## src/rtl/spim_pkg.sv

```systemverilog
package spim_pkg;
  localparam int WORD_W = 32;
  localparam int EN_BIT = 0;
  localparam int GO_BIT = 1;
  localparam int CS_LSB = 2;

  typedef enum logic [1:0] {
    A_CTRL = 2'd0,
    A_TXD  = 2'd1,
    A_RXD  = 2'd2,
    A_STAT = 2'd3
  } reg_addr_e;

  typedef enum logic [1:0] {
    ST_IDLE,
    ST_LOAD,
    ST_SHIFT
  } eng_state_e;

  localparam logic [4:0] STAT_RESET = 5'b00101;
endpackage

```

## src/rtl/spim_fifo.sv

```systemverilog
module spim_fifo #(
  parameter int W     = 32,
  parameter int DEPTH = 8
) (
  input  logic         clk,
  input  logic         rst_n,
  input  logic         clr,
  input  logic         push,
  input  logic [W-1:0] wdata,
  input  logic         pop,
  output logic [W-1:0] rdata,
  output logic         empty,
  output logic         full
);
  localparam int AW = $clog2(DEPTH);

  logic [W-1:0]  mem [DEPTH];
  logic [AW-1:0] wr_ptr, rd_ptr;
  logic [AW:0]   count;

  function automatic logic [AW-1:0] nxt(input logic [AW-1:0] p);
    return (p == AW'(DEPTH - 1)) ? '0 : p + 1'b1;
  endfunction

  assign empty = (count == '0);
  assign full  = (count == (AW+1)'(DEPTH));
  assign rdata = empty ? '0 : mem[rd_ptr];

  always_ff @(posedge clk) begin
    if (push && !full) mem[wr_ptr] <= wdata;
  end

  always_ff @(posedge clk or negedge rst_n) begin
    if (!rst_n) begin
      wr_ptr <= '0;
      rd_ptr <= '0;
      count  <= '0;
    end else if (clr) begin
      wr_ptr <= '0;
      rd_ptr <= '0;
      count  <= '0;
    end else begin
      if (push && !full) wr_ptr <= nxt(wr_ptr);
      if (pop && !empty) rd_ptr <= nxt(rd_ptr);
      count <= count + (AW+1)'(push && !full) - (AW+1)'(pop && !empty);
    end
  end
endmodule

```

## src/rtl/spim_regs.sv

```systemverilog
module spim_regs
  import spim_pkg::*;
#(
  parameter int CS_W   = 2,
  parameter int LEN_W  = 12,
  parameter int CTRL_W = 2 + CS_W + LEN_W
) (
  input  logic              clk,
  input  logic              rst_n,
  input  logic              wr_en,
  input  logic              rd_en,
  input  logic [1:0]        addr,
  input  logic [CTRL_W-1:0] ctrl_wdata,
  input  logic              tx_empty,
  input  logic              tx_full,
  input  logic              rx_empty,
  input  logic              rx_full,
  input  logic [WORD_W-1:0] rx_head,
  input  logic              busy,
  output logic [WORD_W-1:0] rdata,
  output logic              en,
  output logic [CS_W-1:0]   cs_sel,
  output logic [LEN_W-1:0]  len_m1,
  output logic              start,
  output logic              tx_push,
  output logic              rx_pop
);
  localparam int LEN_LSB = CS_LSB + CS_W;

  logic ctrl_wr;
  assign ctrl_wr = wr_en && (addr == A_CTRL);

  always_ff @(posedge clk or negedge rst_n) begin
    if (!rst_n) begin
      en     <= 1'b0;
      cs_sel <= '0;
      len_m1 <= '0;
      start  <= 1'b0;
    end else begin
      start <= ctrl_wr && ctrl_wdata[EN_BIT] && ctrl_wdata[GO_BIT];
      if (ctrl_wr) begin
        en     <= ctrl_wdata[EN_BIT];
        cs_sel <= ctrl_wdata[CS_LSB +: CS_W];
        len_m1 <= ctrl_wdata[LEN_LSB +: LEN_W];
      end
    end
  end

  assign tx_push = wr_en && (addr == A_TXD) && en && !tx_full;
  assign rx_pop  = rd_en && (addr == A_RXD) && en && !rx_empty;

  always_comb begin
    rdata = '0;
    case (reg_addr_e'(addr))
      A_CTRL: begin
        rdata[EN_BIT]              = en;
        rdata[CS_LSB +: CS_W]      = cs_sel;
        rdata[LEN_LSB +: LEN_W]    = len_m1;
      end
      A_RXD:  rdata = en ? rx_head : '0;
      A_STAT: rdata[4:0] = en ? {busy, rx_full, rx_empty, tx_full, tx_empty}
                              : STAT_RESET;
      default: rdata = '0;
    endcase
  end
endmodule

```

## src/rtl/spim_engine.sv

```systemverilog
module spim_engine
  import spim_pkg::*;
#(
  parameter int NUM_CS = 4,
  parameter int CS_W   = 2,
  parameter int LEN_W  = 12
) (
  input  logic              clk,
  input  logic              rst_n,
  input  logic              en,
  input  logic              start,
  input  logic [CS_W-1:0]   cs_sel,
  input  logic [LEN_W-1:0]  len_m1,
  input  logic              tx_empty,
  input  logic [WORD_W-1:0] tx_word,
  input  logic              rx_full,
  input  logic              miso,
  output logic              tx_pop,
  output logic              rx_push,
  output logic [WORD_W-1:0] rx_word,
  output logic              busy,
  output logic              sclk,
  output logic              mosi,
  output logic [NUM_CS-1:0] cs_n
);
  localparam int TOT_W  = LEN_W + 1;
  localparam int WCNT_W = TOT_W - 5;

  eng_state_e         state;
  logic [WCNT_W-1:0]  words_left;
  logic [5:0]         cur_bits, bits_left;
  logic [WORD_W-1:0]  txsh, rxsh;
  logic [CS_W-1:0]    cs_q;

  // burst geometry from the length field
  logic [TOT_W-1:0]  len_n, len_r, len_up;
  logic [5:0]        first_bits;
  logic [WCNT_W-1:0] n_words;
  always_comb begin
    len_n      = {1'b0, len_m1} + TOT_W'(1);
    len_r      = (len_n + TOT_W'(7)) & ~TOT_W'(7);
    len_up     = len_r + TOT_W'(31);
    n_words    = len_up[TOT_W-1:5];
    first_bits = (len_r[4:0] == 5'd0) ? 6'd32 : {1'b0, len_r[4:0]};
  end

  logic word_go, last_bit;
  assign word_go  = (state == ST_LOAD) && !tx_empty && !rx_full;
  assign last_bit = (state == ST_SHIFT) && sclk && (bits_left == 6'd1);

  assign tx_pop  = en && word_go;
  assign rx_push = en && last_bit;
  assign rx_word = rxsh;
  assign busy    = (state != ST_IDLE);
  assign mosi    = (state == ST_SHIFT) ? txsh[WORD_W-1] : 1'b0;

  for (genvar i = 0; i < NUM_CS; i++) begin : g_cs
    assign cs_n[i] = !(busy && (cs_q == CS_W'(i)));
  end

  always_ff @(posedge clk or negedge rst_n) begin
    if (!rst_n) begin
      state      <= ST_IDLE;
      words_left <= '0;
      cur_bits   <= '0;
      bits_left  <= '0;
      txsh       <= '0;
      rxsh       <= '0;
      cs_q       <= '0;
      sclk       <= 1'b0;
    end else if (!en) begin
      state <= ST_IDLE;
      sclk  <= 1'b0;
    end else begin
      case (state)
        ST_IDLE: if (start && !tx_empty) begin
          state      <= ST_LOAD;
          words_left <= n_words;
          cur_bits   <= first_bits;
          cs_q       <= cs_sel;
        end
        ST_LOAD: if (word_go) begin
          txsh      <= tx_word << (6'd32 - cur_bits);
          rxsh      <= '0;
          bits_left <= cur_bits;
          state     <= ST_SHIFT;
        end
        ST_SHIFT: begin
          if (!sclk) begin
            sclk <= 1'b1;
            rxsh <= {rxsh[WORD_W-2:0], miso};
          end else begin
            sclk      <= 1'b0;
            txsh      <= txsh << 1;
            bits_left <= bits_left - 6'd1;
            if (bits_left == 6'd1) begin
              if (words_left == WCNT_W'(1)) begin
                state <= ST_IDLE;
              end else begin
                words_left <= words_left - WCNT_W'(1);
                cur_bits   <= 6'd32;
                state      <= ST_LOAD;
              end
            end
          end
        end
        default: state <= ST_IDLE;
      endcase
    end
  end
endmodule

```

## src/rtl/spim_top.sv

```systemverilog
module spim_top
  import spim_pkg::*;
#(
  parameter int NUM_CS     = 4,
  parameter int LEN_W      = 12,
  parameter int FIFO_DEPTH = 8
) (
  input  logic              clk,
  input  logic              rst_n,
  input  logic              bus_wr_en,
  input  logic              bus_rd_en,
  input  logic [1:0]        bus_addr,
  input  logic [31:0]       bus_wdata,
  output logic [31:0]       bus_rdata,
  output logic              spi_sclk,
  output logic              spi_mosi,
  input  logic              spi_miso,
  output logic [NUM_CS-1:0] spi_cs_n
);
  localparam int CS_W   = (NUM_CS > 1) ? $clog2(NUM_CS) : 1;
  localparam int CTRL_W = 2 + CS_W + LEN_W;

  logic              ctrl_en, start, eng_busy;
  logic [CS_W-1:0]   cs_sel;
  logic [LEN_W-1:0]  len_m1;
  logic              tx_push, tx_pop, tx_empty, tx_full;
  logic              rx_push, rx_pop, rx_empty, rx_full;
  logic [WORD_W-1:0] tx_word, rx_word, rx_head;

  spim_regs #(.CS_W(CS_W), .LEN_W(LEN_W), .CTRL_W(CTRL_W)) u_regs (
    .clk, .rst_n,
    .wr_en(bus_wr_en), .rd_en(bus_rd_en), .addr(bus_addr),
    .ctrl_wdata(bus_wdata[CTRL_W-1:0]),
    .tx_empty, .tx_full, .rx_empty, .rx_full, .rx_head,
    .busy(eng_busy), .rdata(bus_rdata),
    .en(ctrl_en), .cs_sel, .len_m1, .start, .tx_push, .rx_pop
  );

  spim_fifo #(.W(WORD_W), .DEPTH(FIFO_DEPTH)) u_txq (
    .clk, .rst_n, .clr(!ctrl_en),
    .push(tx_push), .wdata(bus_wdata), .pop(tx_pop),
    .rdata(tx_word), .empty(tx_empty), .full(tx_full)
  );

  spim_fifo #(.W(WORD_W), .DEPTH(FIFO_DEPTH)) u_rxq (
    .clk, .rst_n, .clr(!ctrl_en),
    .push(rx_push), .wdata(rx_word), .pop(rx_pop),
    .rdata(rx_head), .empty(rx_empty), .full(rx_full)
  );

  spim_engine #(.NUM_CS(NUM_CS), .CS_W(CS_W), .LEN_W(LEN_W)) u_eng (
    .clk, .rst_n, .en(ctrl_en), .start, .cs_sel, .len_m1,
    .tx_empty, .tx_word, .rx_full, .miso(spi_miso),
    .tx_pop, .rx_push, .rx_word, .busy(eng_busy),
    .sclk(spi_sclk), .mosi(spi_mosi), .cs_n(spi_cs_n)
  );
endmodule

```

## config.mk

```make
export PLATFORM = sky130hd
export DESIGN_NAME = spim_top
export DESIGN_NICKNAME = d
export VERILOG_FILES = /design/src/rtl/spim_pkg.sv /design/src/rtl/spim_fifo.sv /design/src/rtl/spim_regs.sv /design/src/rtl/spim_engine.sv /design/src/rtl/spim_top.sv
export SDC_FILE = /design/constraint.sdc
export NUM_CORES = 1
export LEC_CHECK = 0
export BUFFER_PORTS_ARGS = -buffer_cell sky130_fd_sc_hd__buf_2
export CAP_MARGIN = 30
export CORE_MARGIN = 4
export CORE_UTILIZATION = 45
export DETAILED_ROUTE_END_ITERATION = 10
export GPL_ROUTABILITY_DRIVEN = 0
export REMOVE_ABC_BUFFERS = 1
export SETUP_SLACK_MARGIN = 0.02
export SYNTH_ARGS = -nofsm -noshare
export SYNTH_HDL_FRONTEND = slang
export SYNTH_HIERARCHICAL = 1
export SYNTH_SLANG_ARGS = --single-unit
export TNS_END_PERCENT = 1
```

## constraint.sdc

```tcl
create_clock -name clk -period 12.8 [get_ports clk]
set_input_delay 0.64 -clock clk [delete_from_list [all_inputs] [get_ports clk]]
set_output_delay 0.64 -clock clk [all_outputs]
set_load 0.1 [all_outputs]
```

=== Word level (Yosys, flattened, before mapping) ===
Memories as Yosys holds them, arrays and structs flattened.
Index checks and enable logic that the tools add are counted.

* Register bits after elaboration: 125
* Bits in writable memories: 512
* Input bits: 39
* Output and inout bits: 38
* Logic and storage cells: 170
* Memories kept: 2

{| class="wikitable"
|+ Memories
! memory !! words !! bits a word !! read ports !! clocked after memory_dff !! wr ports !! line !! RTL
|-
| u_rxq.mem || 8 || 32 || 1 || 0 || 1 || spim_fifo.sv:17 || <nowiki>logic [W-1:0] mem [DEPTH];</nowiki>
|-
| u_txq.mem || 8 || 32 || 1 || 0 || 1 || spim_fifo.sv:17 ||
|}

* $add $sub $neg: 14
* Eq/ne operators: 31
* Shift-type cells: 1
* Mux-type cells: 58
* Reduce and logical (&&, ||, !) cells: 46

{| class="wikitable"
|+ Operators by type and width
! kind !! number
|-
| $mux W32 || 7
|-
| $pmux W32 S2 || 2
|-
| $mux W6 || 7
|-
| $mux W3 || 12
|-
| $mux W8 || 4
|-
| $shl A32 B6 Y32 || 1
|-
| $logic_and A1 B1 Y1 || 24
|-
| $pmux W6 S2 || 2
|-
| $pmux W11 S2 || 1
|-
| $mux W16 || 1
|-
| $ne A2 B1 Y1 const B || 8
|-
| $pmux W8 S2 || 1
|-
| $add A12 B1 Y13 const B || 1
|-
| $add A13 B3 Y13 const B || 1
|-
| $add A13 B5 Y13 const B || 1
|-
| $add A3 B1 Y3 const B || 4
|-
| $eq A3 B3 Y1 const B || 4
|-
| $reduce_and A4 Y1 || 3
|-
| $eq A2 B2 Y1 const B || 5
|-
| $mux W2 || 5
|-
| $mux W1 || 9
|-
| $ne A3 B2 Y1 const B || 3
|-
| $pmux W3 S3 || 1
|-
| $add A4 B1 Y4 || 2
|-
| other kinds (22) || 41
|}

=== Longest topological paths before layout ===
* Depth in word-level cells: 8
* Mapped depth: 13

=== Modules after synthesis ===
The synthesis kept the hierarchy.

{| class="wikitable"
|+ Modules (own cells, without submodules)
! module !! times used !! cells each !! area each (um2) !! seq. area each (um2)
|-
| spim_fifo || 2 || 450 || 10256.1 || 7937.6
|-
| spim_engine || 1 || 555 || 4803.4 || 2152.1
|-
| spim_regs || 1 || 104 || 1042.2 || 400.4
|-
| spim_top || 1 || 1 || 3.8 || 0.0
|}

=== Worst setup path before layout ===
Ideal clock, no wire load.

* Path kind: register to register
* Start point: register u_eng.sclk
* End point: memory u_rxq.mem[0][0], enable pin
* Data arrival time: 4.772 ns
* Data required time: 12.299 ns
* Setup slack: 7.526 ns
* Stages on the path, launching flop included: 5
* Period minus slack after synthesis: 5.274 ns
* Cell sequence: dfrtp_1 -> nand4_2 -> nor2_1 -> nand2_1 -> nor4_1

* Word-level cells in the longest chain between the ends: 6

{| class="wikitable"
|+ Ends and longest elaborated chain
! item !! line !! RTL
|-
| start: declaration || spim_engine.sv:22 || <nowiki>output logic sclk,</nowiki>
|-
| start signal: assignment || spim_engine.sv:70 || <nowiki>sclk <= 1'b0;</nowiki>
|-
| start signal: assignment || spim_engine.sv:73 || <nowiki>sclk <= 1'b0;</nowiki>
|-
| start signal: assignment || spim_engine.sv:90 || <nowiki>sclk <= 1'b1;</nowiki>
|-
| $logic_and A1 B1 Y1 (2 in a row) || spim_engine.sv:49 || <nowiki>assign last_bit = (state == ST_SHIFT) && sclk && (bits_left == 6'd1);</nowiki>
|-
| $logic_and A1 B1 Y1 || spim_engine.sv:52 || <nowiki>assign rx_push = en && last_bit;</nowiki>
|-
| net rx_push || spim_top.sv:27 || <nowiki>logic rx_push, rx_pop, rx_empty, rx_full;</nowiki>
|-
| $logic_and A1 B1 Y1 || spim_fifo.sv:30 || <nowiki>if (push && !full) mem[wr_ptr] <= wdata;</nowiki>
|-
| $mux W1 || spim_fifo.sv:30 ||
|-
| $mux W1 (not written as such) || spim_fifo.sv:30 ||
|-
| end: declaration || spim_fifo.sv:17 ||
|}

The timed path passes the listed nets, and every way through them passes these cells.

=== Final worst setup path ===
* Start point: register u_rxq.rd_ptr[0]
* End point: output bus_rdata[0]

* Word-level cells in the longest chain between the ends: 4

{| class="wikitable"
|+ Ends and longest elaborated chain
! item !! line !! RTL
|-
| start: declaration || spim_fifo.sv:18 || <nowiki>logic [AW-1:0] wr_ptr, rd_ptr;</nowiki>
|-
| start signal: assignment || spim_fifo.sv:44 || <nowiki>if (pop && !empty) rd_ptr <= nxt(rd_ptr);</nowiki>
|-
| $mem_v2 Z8 W32 || n/a ||
|-
| $mux W32 || spim_fifo.sv:27 || <nowiki>assign rdata = empty ? '0 : mem[rd_ptr];</nowiki>
|-
| net rx_head[0] || spim_top.sv:28 || <nowiki>logic [WORD_W-1:0] tx_word, rx_word, rx_head;</nowiki>
|-
| $mux W32 || spim_regs.sv:60 || <nowiki>A_RXD: rdata = en ? rx_head : '0;</nowiki>
|-
| $pmux W1 S3 || spim_regs.sv:54 || <nowiki>case (reg_addr_e'(addr))</nowiki>
|-
| end: declaration || spim_top.sv:14 || <nowiki>output logic [31:0] bus_rdata,</nowiki>
|}

The timed path passes the listed nets, and every way through them passes these cells.

==> run summary <==
Root Driver: clkbuf_16
Effective utilization at floorplan: 45.60%
Crit path time final: 3.997 ns
Mux contribution to synthesized area: 13.21%
Max-slew headroom: 33.85%
Syn. warnings: 6
Power Density: 147.2 nW/µm²
WS Path Type: reg -> out
I/O Buffers: 76
Iter 0 DRT Violations: 1078
Drt pass-1 iters: 5
Buf/Inv on CP: 3
Syn avg cell area: 16.90 µm²
CP top delay family: buffers and inverters
Max-capacitance violation count: 0
CTS tree: done
Wire per inst: 23.60 µm
Crit path top cell by count: o21ai_0
Max-slew violation count: 0
Seq/Total Area, Yosys: 69.90%
First-pass GRT wire length: 90850 µm
DIE HEIGHT: 250.0 µm
Worst path max stage delay: 0.67 ns
Simple-gate area share of the yosys netlist: 5.672%
Post-synth EDFFs: 512
Cell-internal power: 3433 µW
Crit. path cell count: 7
Startpoint Class: flip-flop
Final Hold Fails: 0
Hold Crit Class: in -> async
Grt ovf: 0
Area grow syn2layout: 13.53%
Crit path cell chain: buf_4 -> buf_16 -> mux4_2 -> a22o_1 -> o21ai_0 -> o21ai_0 -> buf_2
Netlist Area Pre-Place: 26360 µm²
Pleak: 0.009754 µW
TNS Setup: 0 ns
ANT nets after route: 0
Largest net degree at the start of global routing: 71
Antenna violations before repair: 1
Io pins: 77
Synth area leaders: edfxtp_1 58%, dfrtp_1 12%, mux4_2 10%
Tot Pwr: 4406 µW
Maximum achievable frequency: 250.2 MHz
Status: complete, no violations
Post-CTS Setup Bufs: 0
Logic pwr share: 5.2%
Clk Latency, worst-skew pair: 0.61 ns
Unique cell type count in the Yosys netlist: 71
Post-DP HPWL: 33530 µm
Adder-cell share of the synthesized area: 1.623%
Leading area contributor after synthesis: edfxtp_1
Core ar.: 57810 µm²
Worst-path clk slew: 0.06 ns
Clk pwr share: 42.8%
Post-synthesis compound-gate area fraction: 6.740%
Worst-Margin Slew: 0.9847 ns
Share of layout cells above drive strength 1: 22.82%
Final Cycle Share: 31.22%
Register-to-Register Path Depth: 10
Psw: 973.3 µW
Asr flop ratio synth: 19.24%
Main synth FF type: edfxtp_1
Clock Path Buffers: 3
Nets: 1728
Post-Route Skew: 0.03276 ns
Hold_buf cts: 0
# H-tree levels: 3
Via density: 5.735
All-Layer GR Usage: 18.87%
Crit path required time: 12.16 ns
Num CTS Buffers: 68
DRC Markers: 0
Fill count: 4709
Synth top area share: 58.32%
Worst path arrival time: 3.36 ns
RSZ-0062 raised after global routing: false
Routed WL: 58420 µm
DR vias: 14194
Post-Syn Instances: 1560
CP max-delay cell: dfrtp_4
Crit path max fanout: 36
CTS sink cnt: 634
Post-CTS Resized: 0
XOR/XNOR Fraction of Synth Area: 0.4651%
Flops & latches, synth: 634
Final setup vio count: 0
VDD IR-drop max: 112.0 µV
Largest family of logic cells by synthesized area: multiplexers
Critical Path Sink Type: output port
Die width: 250.0 µm
Vias in the first global route: 14793
Sw frac: 22.09%
Die footprint: 62520 µm²
Rows: 88
Share of power burned in registers: 52.0%
state kept, by name, indices dropped and copies added (netlist names), 3 cells and up:
| name | flops |
|---|---|
| u_rxq/mem | 256 |
| u_txq/mem | 256 |
| u_eng/rx_word | 32 |
| u_eng/txsh | 32 |
| u_regs/len_m1 | 12 |
| u_eng/words_left | 8 |
| u_eng/bits_left | 6 |
| u_rxq/count | 4 |
| u_txq/count | 4 |
| u_eng/cur_bits | 3 |
| u_rxq/rd_ptr | 3 |
| u_rxq/wr_ptr | 3 |
| u_txq/rd_ptr | 3 |
| u_txq/wr_ptr | 3 |
worst register-to-register path: cells and delay by family, from the launching register on:
kind                     cells  cell delay [ns]
AO/OA/AOI/OAI                2             0.34
adder cells (fa/ha/maj)      2             0.48
buffers and inverters        2             0.31
flip-flops                   1             0.77
multiplexers                 1             0.34
AND/OR/NAND/NOR              3             1.31
power by group through the flow:
stage / Combinational, µW / Clock (µW) / Sequential [µW]
final: 227 / 1890 / 2290
after global routing: 249 / 2040 / 2300
after CTS: 228 / 1940 / 2290
after detailed placement: 227 / 0 / 2330
after global placement: 221 / 0 / 2330
after floorplan: 146 / 0 / 2320
layout by cell type, fill, tap and decap left out, types with 40 or more instances in the layout:
cell type	count
edfxtp_1	512
buf_2	76
inv_1	40
o21ai_0	63
nand2_1	111
nor2_1	67
a22o_1	65
clkbuf_16	71
mux4_2	122
dfrtp_1	118
a21oi_1	53
a22oi_1	42
cell usage after synthesis, types with 4 or more instances:
| library cell | number |
|---|---|
| nand4_1 | 8 |
| inv_1 | 40 |
| nor3_1 | 15 |
| mux4_2 | 122 |
| nand2_1 | 111 |
| nand3_1 | 14 |
| ha_1 | 31 |
| or3_1 | 4 |
| or4_1 | 7 |
| a31oi_1 | 4 |
| clkbuf_1 | 55 |
| nor4_1 | 4 |
| nor2_1 | 75 |
| edfxtp_1 | 512 |
| buf_2 | 15 |
| nor2b_1 | 15 |
| o21ai_0 | 63 |
| nand3b_1 | 5 |
| xor2_1 | 6 |
| mux4_1 | 6 |
| mux2_1 | 6 |
| dfrtp_1 | 122 |
| xnor2_1 | 8 |
| a22o_1 | 65 |
| mux2_4 | 9 |
| mux2i_1 | 24 |
| and2_1 | 19 |
| nand2b_1 | 7 |
| a22oi_1 | 42 |
| mux2_2 | 12 |
| a21oi_1 | 53 |
| buf_6 | 10 |
| o21ai_1 | 11 |
metal layers:
layer / GRT usage [%] / routed length [µm]
met4: 5.357 / 1442
met3: 3.366 / 2440
met2: 32.05 / 29770
met5: 0 / 0
met1: 25.30 / 24760
final timing paths:
check	startpoint	to	slack, ns
setup / recovery	u_rxq/rd_ptr[0]	bus_rdata[0]	8.80
hold / removal	rst_n	u_eng/rx_word[0]	0.03
setup reg to reg	u_regs/en	u_rxq/count[3]	9.12
hold reg to reg	u_eng/txsh[31]	u_eng/txsh[31]	0.52
max in group asynchronous	rst_n	u_regs/len_m1[11]	11.76
min in group clk	spi_miso	u_eng/rx_word[0]	0.30
through the flow:
stage | area (µm²) | hold WS, ns | instances | util (%) | worst slack, ns
floorplan | 25890 | 0.3444 | 1473 | - | 6.465
global placement | 27650 | 0.4900 | 2345 | 47.83 | 8.950
detailed placement | 27720 | 0.5132 | 2349 | 47.95 | 9.160
CTS | 29870 | 0.04320 | 2472 | 51.68 | 8.697
global route | 29930 | 0.05684 | 2474 | 51.77 | 8.522
finish | 29930 | 0.03298 | 2475 | 51.77 | 8.803
cell families (layout without fill, tap and decap cells):
kind of cell | after synthesis | after routing
DFF | 634 | 634
and+or+nand+nor | 305 | 305
AOI/OAI and AO/OA | 265 | 265
muxes | 179 | 179
buffers and inverters | 130 | 279
adders and majority gates | 33 | 33
xor gates and xnor gates | 14 | 14
other | 0 | 1
layout make-up:
cell class	count	area (µm²)	share of cell area (%)
Sequential cell	634	18440	61.61
Timing Repair Buffer	113	745.7	2.492
Inverter	43	161.4	0.5393
Clock buffer	96	1911	6.384
Antenna cell	1	2.502	0.008361
Clock inverter	27	242.7	0.8110
Multi-Input combinational cell	796	7471	24.96
Tap cell	765	957.2	3.198
(Power assumes the default switching activity.)
